===== config.mk =====
export PLATFORM = sky130hd
export DESIGN_NAME = useq_ctrl
export DESIGN_NICKNAME = d
export VERILOG_FILES = /design/src/rtl/useq_pkg.sv /design/src/rtl/useq_store.sv /design/src/rtl/useq_decode.sv /design/src/rtl/useq_next.sv /design/src/rtl/useq_ctrl.sv
export SDC_FILE = /design/constraint.sdc
export NUM_CORES = 1
export LEC_CHECK = 0
export BUFFER_PORTS_ARGS = -buffer_cell sky130_fd_sc_hd__buf_2
export CAP_MARGIN = 20
export CELL_PAD_IN_SITES_DETAIL_PLACEMENT = 1
export CELL_PAD_IN_SITES_GLOBAL_PLACEMENT = 1
export CORE_ASPECT_RATIO = 1.1
export CORE_MARGIN = 3
export CORE_UTILIZATION = 37
export DETAILED_ROUTE_END_ITERATION = 8
export GPL_ROUTABILITY_DRIVEN = 0
export HOLD_SLACK_MARGIN = 0.05
export PLACE_DENSITY = 0.9
export SYNTH_ARGS = -nofsm -noshare
export SYNTH_HDL_FRONTEND = slang
export SYNTH_SLANG_ARGS = --single-unit

===== constraint.sdc =====
create_clock -name clk_i -period 3.5 [get_ports clk_i]
set_clock_uncertainty 0.1 [all_clocks]
set_input_delay 0.35 -clock clk_i [delete_from_list [all_inputs] [get_ports clk_i]]
set_output_delay 0.35 -clock clk_i [all_outputs]
set_load 0.02 [all_outputs]

===== src/rtl/useq_pkg.sv =====
package useq_pkg;

  localparam int unsigned UW_W  = 20;
  localparam int unsigned SEQ_W = 3;
  localparam int unsigned SRC_N = 9;
  localparam int unsigned DST_N = 11;

  typedef struct packed {
    logic [3:0] f_src;
    logic [2:0] f_dst1;
    logic [2:0] f_dst2;
    logic [3:0] f_alu;
    logic [1:0] f_mem;
    logic       f_sel4;
    logic       f_wmfc;
    logic       f_end;
    logic       f_rsvd;
  } uword_t;

  // bus source codes
  localparam logic [3:0] S_NONE = 4'd0;
  localparam logic [3:0] S_PC   = 4'd1;
  localparam logic [3:0] S_MDR  = 4'd2;
  localparam logic [3:0] S_Z    = 4'd3;
  localparam logic [3:0] S_R0   = 4'd4;
  localparam logic [3:0] S_R1   = 4'd5;
  localparam logic [3:0] S_R2   = 4'd6;
  localparam logic [3:0] S_R3   = 4'd7;
  localparam logic [3:0] S_TMP  = 4'd10;
  localparam logic [3:0] S_OFF  = 4'd11;

  // first destination group
  localparam logic [2:0] D1_NONE = 3'd0;
  localparam logic [2:0] D1_PC   = 3'd1;
  localparam logic [2:0] D1_IR   = 3'd2;
  localparam logic [2:0] D1_Z    = 3'd3;
  localparam logic [2:0] D1_R0   = 3'd4;
  localparam logic [2:0] D1_R1   = 3'd5;
  localparam logic [2:0] D1_R2   = 3'd6;
  localparam logic [2:0] D1_R3   = 3'd7;

  // second destination group
  localparam logic [2:0] D2_NONE = 3'd0;
  localparam logic [2:0] D2_MAR  = 3'd1;
  localparam logic [2:0] D2_MDR  = 3'd2;
  localparam logic [2:0] D2_TMP  = 3'd3;
  localparam logic [2:0] D2_Y    = 3'd4;

  localparam logic [3:0] A_ADD = 4'd0;
  localparam logic [3:0] A_SUB = 4'd1;
  localparam logic [3:0] A_XOR = 4'd15;

  localparam logic [1:0] M_NONE = 2'd0;
  localparam logic [1:0] M_RD   = 2'd1;
  localparam logic [1:0] M_WR   = 2'd2;

  // one-hot output bit positions
  localparam int unsigned SB_PC = 0, SB_MDR = 1, SB_Z = 2, SB_R0 = 3, SB_TMP = 7, SB_OFF = 8;
  localparam int unsigned DB_PC = 0, DB_IR = 1, DB_Z = 2, DB_R0 = 3,
                          DB_MAR = 7, DB_MDR = 8, DB_TMP = 9, DB_Y = 10;

  typedef enum logic [SEQ_W-1:0] {
    SQ_STEP = 3'd0,
    SQ_DISP = 3'd1,
    SQ_NCLR = 3'd2,
    SQ_NSET = 3'd3,
    SQ_ZCLR = 3'd4,
    SQ_ZSET = 3'd5,
    SQ_JMP  = 3'd6,
    SQ_RSV  = 3'd7
  } seq_e;

endpackage


===== src/rtl/useq_store.sv =====
module useq_store
  import useq_pkg::*;
#(
  parameter int unsigned AW = 5
) (
  input  logic [AW-1:0]            addr_i,
  output logic [UW_W+SEQ_W+AW-1:0] word_o
);

  localparam int unsigned DEPTH = 1 << AW;
  localparam int unsigned CW_W  = UW_W + SEQ_W + AW;

  function automatic logic [CW_W-1:0] mk(
    input logic [3:0] src, input logic [2:0] d1, input logic [2:0] d2,
    input logic [3:0] alu, input logic [1:0] mem, input logic s4,
    input logic w, input logic e, input seq_e sq, input int unsigned tgt);
    uword_t u;
    u.f_src  = src;
    u.f_dst1 = d1;
    u.f_dst2 = d2;
    u.f_alu  = alu;
    u.f_mem  = mem;
    u.f_sel4 = s4;
    u.f_wmfc = w;
    u.f_end  = e;
    u.f_rsvd = 1'b0;
    return {AW'(tgt), sq, u};
  endfunction

  function automatic logic [CW_W-1:0] rom_word(input int unsigned a);
    case (a)
      // fetch
      0:  return mk(S_PC,  D1_Z,    D2_MAR,  A_ADD, M_RD,   1'b1, 1'b0, 1'b0, SQ_STEP, 0);
      1:  return mk(S_Z,   D1_PC,   D2_Y,    A_ADD, M_NONE, 1'b0, 1'b1, 1'b0, SQ_STEP, 0);
      2:  return mk(S_MDR, D1_IR,   D2_NONE, A_ADD, M_NONE, 1'b0, 1'b0, 1'b0, SQ_STEP, 0);
      3:  return mk(S_NONE,D1_NONE, D2_NONE, A_ADD, M_NONE, 1'b0, 1'b0, 1'b0, SQ_DISP, 0);
      // add (R3),R1
      4:  return mk(S_R3,  D1_NONE, D2_MAR,  A_ADD, M_RD,   1'b0, 1'b0, 1'b0, SQ_STEP, 0);
      5:  return mk(S_R1,  D1_NONE, D2_Y,    A_ADD, M_NONE, 1'b0, 1'b1, 1'b0, SQ_STEP, 0);
      6:  return mk(S_MDR, D1_Z,    D2_NONE, A_ADD, M_NONE, 1'b0, 1'b0, 1'b0, SQ_STEP, 0);
      7:  return mk(S_Z,   D1_R1,   D2_NONE, A_ADD, M_NONE, 1'b0, 1'b0, 1'b1, SQ_STEP, 0);
      // move R1 -> R2
      10: return mk(S_R1,  D1_R2,   D2_NONE, A_ADD, M_NONE, 1'b0, 1'b0, 1'b1, SQ_STEP, 0);
      // store R2 -> [R1]
      12: return mk(S_R1,  D1_NONE, D2_MAR,  A_ADD, M_NONE, 1'b0, 1'b0, 1'b0, SQ_STEP, 0);
      13: return mk(S_R2,  D1_NONE, D2_MDR,  A_ADD, M_WR,   1'b0, 1'b1, 1'b1, SQ_STEP, 0);
      // xor R1 into R0
      15: return mk(S_R0,  D1_NONE, D2_Y,    A_ADD, M_NONE, 1'b0, 1'b0, 1'b0, SQ_STEP, 0);
      16: return mk(S_R1,  D1_Z,    D2_NONE, A_XOR, M_NONE, 1'b0, 1'b0, 1'b0, SQ_STEP, 0);
      17: return mk(S_Z,   D1_R0,   D2_NONE, A_ADD, M_NONE, 1'b0, 1'b0, 1'b1, SQ_STEP, 0);
      // unconditional branch
      20: return mk(S_OFF, D1_Z,    D2_NONE, A_ADD, M_NONE, 1'b0, 1'b0, 1'b0, SQ_STEP, 0);
      21: return mk(S_Z,   D1_PC,   D2_NONE, A_ADD, M_NONE, 1'b0, 1'b0, 1'b1, SQ_STEP, 0);
      // branch if zero
      22: return mk(S_NONE,D1_NONE, D2_NONE, A_ADD, M_NONE, 1'b0, 1'b0, 1'b0, SQ_ZCLR, 0);
      23: return mk(S_OFF, D1_Z,    D2_NONE, A_ADD, M_NONE, 1'b0, 1'b0, 1'b0, SQ_STEP, 0);
      24: return mk(S_Z,   D1_PC,   D2_NONE, A_ADD, M_NONE, 1'b0, 1'b0, 1'b1, SQ_STEP, 0);
      // branch if negative
      25: return mk(S_NONE,D1_NONE, D2_NONE, A_ADD, M_NONE, 1'b0, 1'b0, 1'b0, SQ_NCLR, 0);
      26: return mk(S_OFF, D1_Z,    D2_NONE, A_ADD, M_NONE, 1'b0, 1'b0, 1'b0, SQ_STEP, 0);
      27: return mk(S_Z,   D1_PC,   D2_NONE, A_ADD, M_NONE, 1'b0, 1'b0, 1'b1, SQ_STEP, 0);
      // unused words restart fetch
      default: return mk(S_NONE, D1_NONE, D2_NONE, A_ADD, M_NONE, 1'b0, 1'b0, 1'b1, SQ_STEP, 0);
    endcase
  endfunction

  logic [CW_W-1:0] rom [DEPTH];

  for (genvar i = 0; i < DEPTH; i++) begin : g_rom
    assign rom[i] = rom_word(i);
  end

  assign word_o = rom[addr_i];

endmodule


===== src/rtl/useq_decode.sv =====
module useq_decode
  import useq_pkg::*;
(
  input  logic             clk_i,
  input  logic             rst_ni,
  input  uword_t           uw_i,
  output logic [SRC_N-1:0] src_oh_o,
  output logic [DST_N-1:0] dst_oh_o,
  output logic [3:0]       alu_fn_o,
  output logic             mem_rd_o,
  output logic             mem_wr_o,
  output logic             sel_four_o,
  output logic             wait_mfc_o,
  output logic             end_o
);

  always_comb begin
    src_oh_o = '0;
    case (uw_i.f_src)
      S_PC:                    src_oh_o[SB_PC]  = 1'b1;
      S_MDR:                   src_oh_o[SB_MDR] = 1'b1;
      S_Z:                     src_oh_o[SB_Z]   = 1'b1;
      S_R0, S_R1, S_R2, S_R3:  src_oh_o[SB_R0 + int'(uw_i.f_src[1:0])] = 1'b1;
      S_TMP:                   src_oh_o[SB_TMP] = 1'b1;
      S_OFF:                   src_oh_o[SB_OFF] = 1'b1;
      default:                 src_oh_o = '0;
    endcase
  end

  always_comb begin
    dst_oh_o = '0;
    case (uw_i.f_dst1)
      D1_PC:                      dst_oh_o[DB_PC] = 1'b1;
      D1_IR:                      dst_oh_o[DB_IR] = 1'b1;
      D1_Z:                       dst_oh_o[DB_Z]  = 1'b1;
      D1_R0, D1_R1, D1_R2, D1_R3: dst_oh_o[DB_R0 + int'(uw_i.f_dst1[1:0])] = 1'b1;
      default: ;
    endcase
    case (uw_i.f_dst2)
      D2_MAR:  dst_oh_o[DB_MAR] = 1'b1;
      D2_MDR:  dst_oh_o[DB_MDR] = 1'b1;
      D2_TMP:  dst_oh_o[DB_TMP] = 1'b1;
      D2_Y:    dst_oh_o[DB_Y]   = 1'b1;
      default: ;
    endcase
  end

  assign alu_fn_o   = uw_i.f_alu;
  assign mem_rd_o   = (uw_i.f_mem == M_RD);
  assign mem_wr_o   = (uw_i.f_mem == M_WR);
  assign sel_four_o = uw_i.f_sel4;
  assign wait_mfc_o = uw_i.f_wmfc;
  assign end_o      = uw_i.f_end;

  assert_src_onehot_R9: assert property (@(posedge clk_i) disable iff (!rst_ni)
    $onehot0(src_oh_o));

  assert_dst_groups_R10: assert property (@(posedge clk_i) disable iff (!rst_ni)
    $countones(dst_oh_o) <= 2);

  assert_mem_excl_R12: assert property (@(posedge clk_i) disable iff (!rst_ni)
    !(mem_rd_o && mem_wr_o));

endmodule


===== src/rtl/useq_next.sv =====
module useq_next
  import useq_pkg::*;
#(
  parameter int unsigned AW   = 5,
  parameter int unsigned OP_W = 3
) (
  input  logic            clk_i,
  input  logic            rst_ni,
  input  logic [AW-1:0]   upc_i,
  input  seq_e            seq_i,
  input  logic [AW-1:0]   tgt_i,
  input  logic            wmfc_i,
  input  logic            end_i,
  input  logic            mfc_i,
  input  logic [1:0]      flags_i,
  input  logic [OP_W-1:0] op_i,
  output logic [AW-1:0]   nxt_o
);

  logic          neg, zero, stall;
  logic [AW-1:0] inc, start;

  assign neg   = flags_i[0];
  assign zero  = flags_i[1];
  assign stall = wmfc_i & ~mfc_i;
  assign inc   = upc_i + AW'(1);

  // starting address generator
  always_comb begin
    case (int'(op_i))
      0:       start = AW'(4);
      1:       start = AW'(20);
      2:       start = AW'(25);
      3:       start = AW'(10);
      4:       start = AW'(12);
      5:       start = AW'(15);
      6:       start = AW'(22);
      default: start = '0;
    endcase
  end

  always_comb begin
    if (stall)       nxt_o = upc_i;
    else if (end_i)  nxt_o = '0;
    else begin
      case (seq_i)
        SQ_DISP: nxt_o = start;
        SQ_NCLR: nxt_o = neg  ? inc : tgt_i;
        SQ_NSET: nxt_o = neg  ? tgt_i : inc;
        SQ_ZCLR: nxt_o = zero ? inc : tgt_i;
        SQ_ZSET: nxt_o = zero ? tgt_i : inc;
        SQ_JMP:  nxt_o = tgt_i;
        default: nxt_o = inc;
      endcase
    end
  end

  assert_brn_clear_R6: assert property (@(posedge clk_i) disable iff (!rst_ni)
    (upc_i == AW'(25) && !neg && !stall) |=> (upc_i == '0));

  assert_brz_clear_R7: assert property (@(posedge clk_i) disable iff (!rst_ni)
    (upc_i == AW'(22) && !zero && !stall) |=> (upc_i == '0));

endmodule


===== src/rtl/useq_ctrl.sv =====
module useq_ctrl
  import useq_pkg::*;
#(
  parameter int unsigned AW   = 5,
  parameter int unsigned IR_W = 8,
  parameter int unsigned OP_W = 3
) (
  input  logic             clk_i,
  input  logic             rst_ni,
  input  logic [IR_W-1:0]  ir_i,
  input  logic             mfc_i,
  input  logic [1:0]       flags_i,
  output logic [AW-1:0]    upc_o,
  output logic [SRC_N-1:0] src_oh_o,
  output logic [DST_N-1:0] dst_oh_o,
  output logic [3:0]       alu_fn_o,
  output logic             mem_rd_o,
  output logic             mem_wr_o,
  output logic             sel_four_o,
  output logic             wait_mfc_o,
  output logic             end_o
);

  localparam int unsigned CW_W = UW_W + SEQ_W + AW;

  logic [AW-1:0]   upc_q, upc_d;
  logic [CW_W-1:0] word;
  uword_t          uw;
  seq_e            seq;
  logic [AW-1:0]   tgt;
  logic            unused_bits;

  assign uw  = uword_t'(word[UW_W-1:0]);
  assign seq = seq_e'(word[UW_W +: SEQ_W]);
  assign tgt = word[CW_W-1 -: AW];
  assign unused_bits = ^{ir_i[IR_W-OP_W-1:0], uw.f_rsvd};

  useq_store #(.AW(AW)) u_store (
    .addr_i (upc_q),
    .word_o (word)
  );

  useq_decode u_dec (
    .clk_i      (clk_i),
    .rst_ni     (rst_ni),
    .uw_i       (uw),
    .src_oh_o   (src_oh_o),
    .dst_oh_o   (dst_oh_o),
    .alu_fn_o   (alu_fn_o),
    .mem_rd_o   (mem_rd_o),
    .mem_wr_o   (mem_wr_o),
    .sel_four_o (sel_four_o),
    .wait_mfc_o (wait_mfc_o),
    .end_o      (end_o)
  );

  useq_next #(.AW(AW), .OP_W(OP_W)) u_next (
    .clk_i   (clk_i),
    .rst_ni  (rst_ni),
    .upc_i   (upc_q),
    .seq_i   (seq),
    .tgt_i   (tgt),
    .wmfc_i  (uw.f_wmfc),
    .end_i   (uw.f_end),
    .mfc_i   (mfc_i),
    .flags_i (flags_i),
    .op_i    (ir_i[IR_W-1 -: OP_W]),
    .nxt_o   (upc_d)
  );

  always_ff @(posedge clk_i or negedge rst_ni) begin
    if (!rst_ni) upc_q <= '0;
    else         upc_q <= upc_d;
  end

  assign upc_o = upc_q;

  assert_step_R2: assert property (@(posedge clk_i) disable iff (!rst_ni)
    (seq == SQ_STEP && !end_o && !(wait_mfc_o && !mfc_i))
    |=> (upc_q == $past(upc_q) + AW'(1)));

  assert_stall_hold_R3: assert property (@(posedge clk_i) disable iff (!rst_ni)
    (wait_mfc_o && !mfc_i) |=> ($stable(upc_q) && $stable(src_oh_o) && $stable(dst_oh_o)));

  assert_end_zero_R8: assert property (@(posedge clk_i) disable iff (!rst_ni)
    (end_o && !(wait_mfc_o && !mfc_i)) |=> (upc_q == '0));

endmodule


==> results.yml <==
floorplanning:
  rows: 23
  die_h_um: 71.7
  core-area_um2: 3710
  initial_core_util: 0.391
  die_x_um: 65.7
  ios: 47
  die_area_um2: 4710
sta:
  setup-violations-final: 0
  worst_slack_ps: 228
  worst_slew_margin_rel: 0.590
  slew_violations: 0
  period_share: 0.935
  fin_crit_ps: 3270
  fmax_mhz: 306
  worst_slew_pin_slew_ps: 607
  grt_setup_unrepaired: "no"
  tns_ps: 0
  hold_viol: 0
route:
  first_pass_iters: 4
  drc: 0
  drt-initial-drc-count: 36
  drt_wl_total_um: 4120
  wire_per_inst_um: 15.2
  via_count: 1452
  via_per_inst: 5.34
  ant_nets: 0
logic_synthesis:
  seq_area_frac_synth: 0.0863
  synth_area_per_cell_um2: 7.92
  ys_types: 55
  yosys.area.top_type: "ha_1"
  syn_area_um2: 1450
  async_flop_share: 1.00
  yosys_warnings: 0
  synth.net_count: 221
  synth_top_area_share: 0.216
  synth_cells: 183
  ys_seq_elements: 5
  synth_flop_cell: "dfrtp_1"
  synthTopCellsByArea: "ha_1 22%, dfrtp_1 8.6%, a32o_1 4.8%"
  synth-edff-count: 0
clock_tree:
  clock_path_buffers: 2
  root_buffer: "clkbuf_8"
  clock-sinks: 5
  insertion_delay_ps: 220
  cts_max_level: 1
  cts_made_buffers: 3
  cts_tree: "done"
  clk_pin_slew_ps: 40
placed_design:
  dp_slack_ps: 99.2
  port_buffers: 41
  place_inst: 266
  hpwlAfterDp_um: 3150
grt:
  grt_max_degree: 19
  first_global_vias: 1405
  antenna_found_initial: 0
  grt-ovfl-total: 0
  grt_pass1_wl_um: 6840
  grt_use_total: 0.180
cells_and_area:
  drive_gt1_frac: 0.311
  largest_reg_flops: 5
  fin_cells: 272
  area_growth_pct: 21.8
  final_nets: 261
  n_antenna_cell: 0
setup_path:
  worstPathRequired_ps: 3050
  cp-end-kind: "output port"
  critPathLaunchType: "flop"
  path_max_fanout: 8
  criticalPathCategory: "flop to output port"
  cp.arrival_ps: 2820
min_path:
  min_path_type: "primary input to async pin"
status:
  status: "complete, no violations"
run:
  drv_cap: 0
==> per-layer routing <==
| metal | track usage | vias to the layer above | share of wire |
|---|---|---|---|
| met5 | 0 | - | 0 |
| met4 | 0.0323 | 0 | 0.0066 |
| met3 | 0.0219 | 4 | 0.023 |
| met2 | 0.331 | 25 | 0.53 |
| met1 | 0.224 | 689 | 0.44 |
| li1 | - | 734 | - |
==> final timing paths <==
path / cells after the start / slack, ps / from / end
max: 11 / 230 / upc_o[0]$_DFFE_PN0N_ / src_oh_o[7]
max in group asynchronous: 2 / 2760 / rst_ni / upc_o[0]$_DFFE_PN0N_
min reg2reg: 2 / 660 / upc_o[0]$_DFFE_PN0N_ / upc_o[0]$_DFFE_PN0N_
max reg2reg: 6 / 1320 / upc_o[0]$_DFFE_PN0N_ / upc_o[2]$_DFFE_PN0N_
min: 2 / 390 / rst_ni / upc_o[1]$_DFFE_PN0N_
min in group clk_i: 5 / 460 / mfc_i / upc_o[1]$_DFFE_PN0N_
==> layout make-up <==
| type | count | area (um^2) |
|---|---|---|
| fillers | 482 | 1950 |
| multi-input cells | 149 | 1190 |
| repair buffers | 52 | 290 |
| flip-flops and latches | 5 | 128 |
| well taps | 50 | 62.6 |
| inverters | 12 | 46.3 |
| clock buffers | 4 | 45.0 |
==> cells in the final DEF, fill, tap and decap left out, types with 3 or more instances in the layout <==
cell type	count
a211oi_1	4
a21oi_1	6
a31oi_1	3
a32o_1	7
and2_1	8
and2b_1	3
buf_2	41
buf_4	10
clkbuf_8	3
dfrtp_1	3
ha_1	25
inv_1	10
mux2i_1	3
nand2_1	7
nand2b_1	3
nand3_1	5
nand3b_1	5
nor2_1	13
nor2b_1	5
nor3_1	6
o21ai_0	6
o22ai_1	4
==> timing repair <==
action	CTS	global route
resized for setup	3	5
setup endpoints to repair	12	13
hold buffers	1	0
setup buffers	0	1
hold endpoints to repair	5	0
==> cell families after synthesis <==
| logic type | after synthesis | share of synthesized area |
|---|---|---|
| and+or+nand+nor | 72 | 0.307 |
| AOI/OAI and AO/OA | 45 | 0.231 |
| buffers and inverters | 29 | 0.113 |
| adders and majority gates | 25 | 0.216 |
| DFF | 5 | 0.0863 |
| muxes | 4 | 0.0285 |
| xor gates and xnor gates | 3 | 0.0181 |
==> metrics by stage <==
stage	area, um^2	hold slack (ps)	utilization
after floorplan	1450	-45.6	-
after global placement	1670	67.1	0.449
after detailed placement	1670	72.9	0.449
after CTS	1740	387	0.468
after global routing	1770	387	0.476
final	1770	388	0.476
==> critical path, cell delays in order, from the launching register on <==
cell and delay [ps]:
dfrtp_2 410, inv_1 110, ha_1 370, o21ai_0 110, o21ai_0 190, o21a_2 200
inv_1 100, ha_1 230, nor4_4 320, nor3_4 100, a32o_1 280, buf_2 160
==> Yosys cell counts, types with 6 or more instances <==
master / count
o21ai_0: 6
a32o_1: 7
and2_1: 8
nor3_1: 6
inv_1: 10
ha_1: 25
nor2_1: 13
nand2_1: 8
a21oi_1: 6
Power is left out: the tool's default activity adds up to more than one toggle a clock period on the data nets, which glitch-free logic cannot reach.
